<file path="src/rtl/rb_pkg.sv">
`timescale 1ns/1ps
package rb_pkg;
  localparam int DATA_W   = 32;
  localparam int ARCH_N   = 16;
  localparam int ADDR_W   = $clog2(ARCH_N);
  localparam int SHARED_N = 8;   // registers 0..7 are never banked
  localparam int PC_NUM   = ARCH_N - 1;
  localparam int FIQ_N    = 7;   // fast-interrupt private registers 8..14
  localparam int PAIR_N   = 2;   // private 13/14 for four other modes
  localparam int PAIR_MODES = 4;
  localparam int USER_BANK_N = 7;
  localparam int NUM_PHYS = SHARED_N + USER_BANK_N + 1 + FIQ_N + PAIR_N * PAIR_MODES;
  localparam int IDX_W    = $clog2(NUM_PHYS);

  // physical layout
  localparam int FIQ_BASE = ARCH_N;                // 16..22
  localparam int IRQ_BASE = FIQ_BASE + FIQ_N;      // 23,24
  localparam int SVC_BASE = IRQ_BASE + PAIR_N;     // 25,26
  localparam int ABT_BASE = SVC_BASE + PAIR_N;     // 27,28
  localparam int UND_BASE = ABT_BASE + PAIR_N;     // 29,30

  localparam logic [4:0] MODE_USR = 5'b10000;
  localparam logic [4:0] MODE_FIQ = 5'b10001;
  localparam logic [4:0] MODE_IRQ = 5'b10010;
  localparam logic [4:0] MODE_SVC = 5'b10011;
  localparam logic [4:0] MODE_ABT = 5'b10111;
  localparam logic [4:0] MODE_UND = 5'b11011;
  localparam logic [4:0] MODE_SYS = 5'b11111;

  typedef struct packed {
    logic             wrEn;
    logic [IDX_W-1:0] wrIdx;
    logic [IDX_W-1:0] rdIdxA;
    logic [IDX_W-1:0] rdIdxB;
  } rfCtl_t;
endpackage

</file>
<file path="src/rtl/rb_ctrl.sv">
`timescale 1ns/1ps
module rb_ctrl
  import rb_pkg::*;
(
  input  logic              clk,
  input  logic              rstN,
  input  logic [4:0]        modeSel,
  input  logic              userBank,
  input  logic [ADDR_W-1:0] rdAddrA,
  input  logic [ADDR_W-1:0] rdAddrB,
  input  logic [ADDR_W-1:0] wrAddr,
  input  logic              wrEn,
  output rfCtl_t            ctl
);
  localparam logic [ADDR_W-1:0] FIRST_BANKED = ADDR_W'(SHARED_N);
  localparam logic [ADDR_W-1:0] LAST_BANKED  = ADDR_W'(PC_NUM - 1);
  localparam logic [ADDR_W-1:0] FIRST_PAIR   = ADDR_W'(PC_NUM - PAIR_N);

  // Map an architectural number to a physical slot for the current mode.
  function automatic logic [IDX_W-1:0] mapIdx(input logic [4:0] m,
                                              input logic ovr,
                                              input logic [ADDR_W-1:0] a);
    logic [IDX_W-1:0] r;
    r = IDX_W'(a);
    if (a >= FIRST_BANKED && a <= LAST_BANKED && !ovr) begin
      case (m)
        MODE_FIQ: r = IDX_W'(FIQ_BASE + int'(a) - SHARED_N);
        MODE_IRQ: if (a >= FIRST_PAIR) r = IDX_W'(IRQ_BASE + int'(a) - int'(FIRST_PAIR));
        MODE_SVC: if (a >= FIRST_PAIR) r = IDX_W'(SVC_BASE + int'(a) - int'(FIRST_PAIR));
        MODE_ABT: if (a >= FIRST_PAIR) r = IDX_W'(ABT_BASE + int'(a) - int'(FIRST_PAIR));
        MODE_UND: if (a >= FIRST_PAIR) r = IDX_W'(UND_BASE + int'(a) - int'(FIRST_PAIR));
        default:  r = IDX_W'(a);   // user, system and unknown codes
      endcase
    end
    return r;
  endfunction

  always_comb begin
    ctl.wrEn   = wrEn;
    ctl.wrIdx  = mapIdx(modeSel, userBank, wrAddr);
    ctl.rdIdxA = mapIdx(modeSel, userBank, rdAddrA);
    ctl.rdIdxB = mapIdx(modeSel, userBank, rdAddrB);
  end

  // low registers never leave the shared set
  a_r4_shared_low: assert property (@(posedge clk) disable iff (!rstN)
    (rdAddrA < FIRST_BANKED) |-> (ctl.rdIdxA < IDX_W'(SHARED_N)));
  // the program counter is a single slot
  a_r5_pc_common: assert property (@(posedge clk) disable iff (!rstN)
    (rdAddrB == ADDR_W'(PC_NUM)) |-> (ctl.rdIdxB == IDX_W'(PC_NUM)));
  // override confines the write to the architectural slots
  a_r10_override_user: assert property (@(posedge clk) disable iff (!rstN)
    userBank |-> (ctl.wrIdx < IDX_W'(ARCH_N)));
  // fast-interrupt banked reads land in its private range
  a_r6_fiq_private: assert property (@(posedge clk) disable iff (!rstN)
    (modeSel == MODE_FIQ && !userBank && rdAddrA >= FIRST_BANKED && rdAddrA <= LAST_BANKED)
      |-> (ctl.rdIdxA >= IDX_W'(FIQ_BASE) && ctl.rdIdxA < IDX_W'(IRQ_BASE)));
endmodule

</file>
<file path="src/rtl/rb_store.sv">
`timescale 1ns/1ps
module rb_store
  import rb_pkg::*;
(
  input  logic              clk,
  input  logic              rstN,
  input  rfCtl_t            ctl,
  input  logic [DATA_W-1:0] wrData,
  output logic [DATA_W-1:0] rdDataA,
  output logic [DATA_W-1:0] rdDataB
);
  logic [NUM_PHYS-1:0][DATA_W-1:0] regs;

  always_ff @(posedge clk or negedge rstN) begin
    if (!rstN) begin
      regs <= '0;
    end else begin
      for (int i = 0; i < NUM_PHYS; i++) begin
        if (ctl.wrEn && ctl.wrIdx == IDX_W'(i)) regs[i] <= wrData;
      end
    end
  end

  assign rdDataA = regs[ctl.rdIdxA];
  assign rdDataB = regs[ctl.rdIdxB];

  // a strobed write is present in the addressed slot one edge later
  a_r2_write_lands: assert property (@(posedge clk) disable iff (!rstN)
    ctl.wrEn |=> (regs[$past(ctl.wrIdx)] == $past(wrData)));
  // without a strobe the whole store holds
  a_r3_hold: assert property (@(posedge clk) disable iff (!rstN)
    !ctl.wrEn |=> $stable(regs));
endmodule

</file>
<file path="src/rtl/rb_regfile.sv">
`timescale 1ns/1ps
module rb_regfile
  import rb_pkg::*;
(
  input  logic              clk,
  input  logic              rstN,
  input  logic [4:0]        modeSel,
  input  logic              userBank,
  input  logic [ADDR_W-1:0] rdAddrA,
  output logic [DATA_W-1:0] rdDataA,
  input  logic [ADDR_W-1:0] rdAddrB,
  output logic [DATA_W-1:0] rdDataB,
  input  logic              wrEn,
  input  logic [ADDR_W-1:0] wrAddr,
  input  logic [DATA_W-1:0] wrData
);
  rfCtl_t ctl;

  rb_ctrl ctrl_i (
    .clk(clk), .rstN(rstN), .modeSel(modeSel), .userBank(userBank),
    .rdAddrA(rdAddrA), .rdAddrB(rdAddrB), .wrAddr(wrAddr), .wrEn(wrEn),
    .ctl(ctl)
  );

  rb_store store_i (
    .clk(clk), .rstN(rstN), .ctl(ctl), .wrData(wrData),
    .rdDataA(rdDataA), .rdDataB(rdDataB)
  );
endmodule

</file>
<file path="config.mk">
export PLATFORM = sky130hd
export DESIGN_NAME = rb_regfile
export DESIGN_NICKNAME = d
export VERILOG_FILES = /design/src/rtl/rb_pkg.sv /design/src/rtl/rb_ctrl.sv /design/src/rtl/rb_store.sv /design/src/rtl/rb_regfile.sv
export SDC_FILE = /design/constraint.sdc
export NUM_CORES = 2
export LEC_CHECK = 0
export CORE_ASPECT_RATIO = 1.5
export CORE_MARGIN = 3
export CORE_UTILIZATION = 40
export CTS_CLUSTER_SIZE = 8
export DETAILED_ROUTE_END_ITERATION = 16
export PLACE_DENSITY = 0.58
export SLEW_MARGIN = 20
export SYNTH_ARGS = -nofsm -noshare
export SYNTH_HDL_FRONTEND = slang
export SYNTH_SLANG_ARGS = --single-unit
</file>
<file path="constraint.sdc">
create_clock -name clk -period 3 [get_ports clk]
set_clock_uncertainty 0.1 [all_clocks]
set_input_delay 0.3 -clock clk [delete_from_list [all_inputs] [get_ports clk]]
set_output_delay 0.3 -clock clk [all_outputs]
set_load 0.02 [all_outputs]
</file>
==> flow_results.org <==
** Synth
- Mean area per synthesized cell :: 12.08 um2
- Register area share after synthesis :: 45.52%
- Share of synthesized flip-flops with an asynchronous set or reset :: 100.0%
- Gate count of the mapped netlist :: 4514
- Leading area contributor after synthesis :: sky130_fd_sc_hd__dfrtp_1
- Synthesis inferred 992 register bits.
- By area, the combinational part of the netlist is dominated by multiplexers.
- After synthesis, the most frequently instantiated cells are 992 x sky130_fd_sc_hd__dfrtp_1, 941 x sky130_fd_sc_hd__mux2_2, 479 x sky130_fd_sc_hd__nand2_1, 244 x sky130_fd_sc_hd__clkbuf_1, 208 x sky130_fd_sc_hd__nand3_1.
- Synth cell types :: 85
- Simple-gate area share of the yosys netlist :: 7.748%
- In the synthesized netlist the dominant register cell turns out to be sky130_fd_sc_hd__dfrtp_1.
- The number of nets in the synthesized netlist is 4585.
- In this run the biggest area consumer among cell types represents 45.52% of the synthesized area.
- In this run, synthesis inferred 0 flip-flops with an integrated enable.
- For this run, the number of Yosys warnings is 0.
- The synthesized netlist devotes 8.944% of its cell area to compound gates.
- Netlist area before placement :: 54530 um2
- Leading post-synthesis cells by cell area :: sky130_fd_sc_hd__dfrtp_1 46%, sky130_fd_sc_hd__mux2_2 19%, sky130_fd_sc_hd__mux4_2 8.1%
- Most frequent cell after synthesis :: sky130_fd_sc_hd__dfrtp_1
- Mux share of post-synthesis cell area :: 33.10%
- Summing the areas of all fa, ha and maj instances in the mapped netlist gives 0.4130% of the synthesized area.
- The synthesized netlist devotes 0.06425% of its cell area to XOR and XNOR gates.

** GRT
- Global routing used 31.75% of the available tracks across all layers.
- Largest net degree at the start of global routing :: 133
- Via count of the first global-routing pass :: 45610
- The first global-routing pass estimated 325500 um of wire.
- Antenna violations before repair :: 9
- Overflow left after global routing :: 0

** Critical path
- STA classifies the critical path startpoint as an input port.
- Most frequent cell on the critical path :: sky130_fd_sc_hd__buf_4
- WP data required :: 2.60 ns
- The worst register-to-register path has a depth of 1.
- The slowest stage of the critical path belongs to the cell sky130_fd_sc_hd__nor4_4.
- In this run the critical register-to-register path is launched from store_i.regs[168]$_DFFE_PN0P_.
- In this run the worst setup path begins at rdAddrB[2].
- Endpoint class of the critical path :: output port
- The setup path with the least slack is of type input port to output port.
- In this run the critical register-to-register path is captured at store_i.regs[168]$_DFFE_PN0P_.
- The setup check on the worst reg-to-reg path leaves a slack of 2.05 ns.
- Traced cell by cell, the critical path runs through buf_4, ha_4, o21a_1, o32ai_4, o211ai_1, buf_4, a21oi_4, buf_12, buf_8, buf_8, a222oi_1, o211ai_1, a21boi_4, nor4_4, buf_4.
- Arrival time at the worst endpoint :: 3.45 ns
- In this run the worst setup path terminates at rdDataB[9].
- Longest individual stage delay on the worst path :: 0.62 ns
- Of all nets on the critical path, the largest fanout is 8.

** Floorplanning
- The die is 307.5 um wide.
- During I/O placement, the number of pins put on the boundary was 117.
- Total die area :: 140900 um2
- In this run the core area contains 165 standard-cell rows.
- The total area inside the core boundary comes to 135000 um2.
- The die is 458.2 um tall.
- Starting density of the core :: 40.39%

** Detailed routing
- First-pass detailed-route iteration total :: 6
- Dividing the detail-routed via count by the number of cells gives 6.455.
- The detailed router placed 44780 vias in this run.
- In this run the remaining antenna-violating nets after routing total 0.
- Dividing the detail-routed wire length by the instance count gives 32.86 um.
- After detailed routing, the number of remaining DRC violations is 0.
- Number of violations reported at the end of detailed-routing iteration 0 :: 4897
- Aggregate routed wire length :: 228000 um

** Timing
- In the final timing run, aggregate negative setup slack is -41.59 ns.
- In this run the tightest slew margin relative to its limit is 27.30%.
- For the finished layout, the period the worst path requires is 3.846 ns.
- Final period util :: 128.2%
- Static timing analysis puts the maximum clock frequency at 260.0 MHz.
- Hold violation count in the final report :: 0
- Setup violations remaining at the end of the flow were counted as 64.
- Setup repair after global routing could not meet its margin everywhere.
- At the pin with the least slew margin, the transition time is 1.087 ns.
- Across all setup checks in the final design, the least slack found is -0.8461 ns.
- The number of pins exceeding their max-slew limit in the final report was 0.

** Placement
- After legalization and detailed placement, the total HPWL measured 150800 um.
- Routability-driven placement finished with a final weighted congestion of 0.9048.
- Total placed cells including tap cells :: 6563
- Port buffering added 116 buffers.
- Prior to clock tree synthesis, the placed netlist has a worst setup slack of -1.731 ns.

** Outcome
- Result of the run :: complete, but fails checks
- Failing checks :: negative setup slack

** Clock tree
- Worst-skew pair later-pin latency :: 0.76 ns
- CTS clk-pin slew, worst paths :: 0.05 ns
- CTS buffer count :: 141
- CTS HTree Levels :: 4
- Max Buffers Root-to-Sink :: 3
- TritonCTS clock tree :: yes
- Clk sinks :: 992
- CTS placed an instance of sky130_fd_sc_hd__clkbuf_16 at the clock tree root.

** Power
- Leakage dissipation :: 31.53 nW
- The completed layout was analyzed and its total power is 0.03989 W.
- Power density of the placed cells :: 557.3 nW/um2
- Maximum ir drop on the vdd rail :: 0.5113 mV

** Layout
- Core utilization of the finished layout :: 53.01%
- In the final design database the tool counted 5233 nets.
- Largest reg by FF count :: store_i.regs
- Registers with the highest flip-flop counts :: store_i.regs: 992 flops
- In the final layout, the share of cells above drive strength 1 is 49.43%.
- Sequential cell area :: 24820 um2
- Fill count :: 11470
- Max reg flops :: 992
- Multi-input gate area :: 29600 um2
- Non-filler cells in the finished layout :: 6938
- Relative to the synthesized area, the layout overhead comes to 31.25%.

** Hold path
- HP Class :: input port to asynchronous set/reset pin

** Run
- Across the run, the number of max-cap violations was 0.
cell usage in the layout, fill, tap and decap left out, types with 18 or more instances in the layout:
master,instances
sky130_fd_sc_hd__o211ai_1,37
sky130_fd_sc_hd__buf_8,33
sky130_fd_sc_hd__inv_1,36
sky130_fd_sc_hd__mux2_2,939
sky130_fd_sc_hd__nand2_1,459
sky130_fd_sc_hd__nor4_4,25
sky130_fd_sc_hd__clkbuf_16,148
sky130_fd_sc_hd__mux2i_1,203
sky130_fd_sc_hd__dfrtp_1,992
sky130_fd_sc_hd__a32oi_2,18
sky130_fd_sc_hd__a211o_1,30
sky130_fd_sc_hd__mux4_2,196
sky130_fd_sc_hd__a221oi_2,39
sky130_fd_sc_hd__buf_4,531
sky130_fd_sc_hd__o21ai_1,22
sky130_fd_sc_hd__o21ai_0,23
sky130_fd_sc_hd__a21oi_1,85
sky130_fd_sc_hd__nand3_1,205
sky130_fd_sc_hd__buf_6,137
sky130_fd_sc_hd__o2111ai_1,49
sky130_fd_sc_hd__buf_12,194
sky130_fd_sc_hd__clkdlybuf4s50_1,35
sky130_fd_sc_hd__a222oi_1,27
sky130_fd_sc_hd__a22oi_2,18
sky130_fd_sc_hd__nand4_1,31
sky130_fd_sc_hd__a21boi_2,30
sky130_fd_sc_hd__nand2_2,18
sky130_fd_sc_hd__a221o_1,36
sky130_fd_sc_hd__nor2_1,88
sky130_fd_sc_hd__mux2_1,86
sky130_fd_sc_hd__a221oi_1,29
worst min path at each step:
stage	end	cells after the start	slack [ns]	from
detailed placement	store_i.regs[134]$_DFFE_PN0P_	1	0.15	rstN
CTS	store_i.regs[141]$_DFFE_PN0P_	3	0.16	rstN
floorplan	store_i.regs[0]$_DFFE_PN0P_	0	-0.1	rstN
finish	store_i.regs[141]$_DFFE_PN0P_	3	0.18	rstN
global route	store_i.regs[228]$_DFFE_PN0P_	3	0.19	rstN
global placement	store_i.regs[134]$_DFFE_PN0P_	1	0.15	rstN
repair_timing:
item | CTS | global route
gates cloned | 10 | 7
hold endpoints to repair | 639 | 0
gates resized for setup | 558 | 220
hold buffers | 2 | 0
pin swaps | 138 | 140
setup endpoints to repair | 532 | 492
setup buffers | 127 | 90
final cells by class:
| cell class | instances | area share, % |
|---|---|---|
| Antenna cell | 10 | 0.03496 |
| Clock buffer | 142 | 4.965 |
| Clock inverter | 14 | 0.3846 |
| Inverter | 41 | 0.2273 |
| Multi-Input combinational cell | 3023 | 41.35 |
| Sequential cell | 992 | 34.68 |
| Tap cell | 1753 | 3.065 |
| Timing Repair Buffer | 963 | 15.29 |
metrics by stage:
step,hold slack (ns),area [um2]
floorplan,-0.09559,55200
global placement,0.1532,63160
detailed placement,0.1517,63160
CTS,0.1558,69890
global route,0.1919,71560
finish,0.1783,71570
critical path: cells and delay by family:
| family | cells | cell delay, ns |
|---|---|---|
| AOI/OAI and AO/OA | 7 | 1.27 |
| buffers and inverters | 6 | 1.05 |
| and+or+nand+nor | 1 | 0.62 |
| adders and majority gates | 1 | 0.19 |
metal layers:
| layer | share of wire, % | vias to the layer above | track usage [%] |
|---|---|---|---|
| met2 | 47 | 2475 | 51.96 |
| met5 | 0 | - | 0 |
| li1 | - | 18190 | - |
| met1 | 36 | 23280 | 37.46 |
| met3 | 8.3 | 837 | 6.729 |
| met4 | 8.3 | 0 | 21.55 |
cell families after synthesis:
group	count (synthesis)
muxes	1430
DFF	992
buffers and inverters	499
and+or+nand+nor	944
xor gates and xnor gates	4
AOI/OAI and AO/OA	627
adders and majority gates	18
power by group:
group          switching [W]  internal, W
clock network        0.00618      0.00842
logic                0.00414      0.00441
registers            0.00156       0.0152
total                 0.0119       0.0280
No activity file was read; power rests on OpenSTA's default activity.
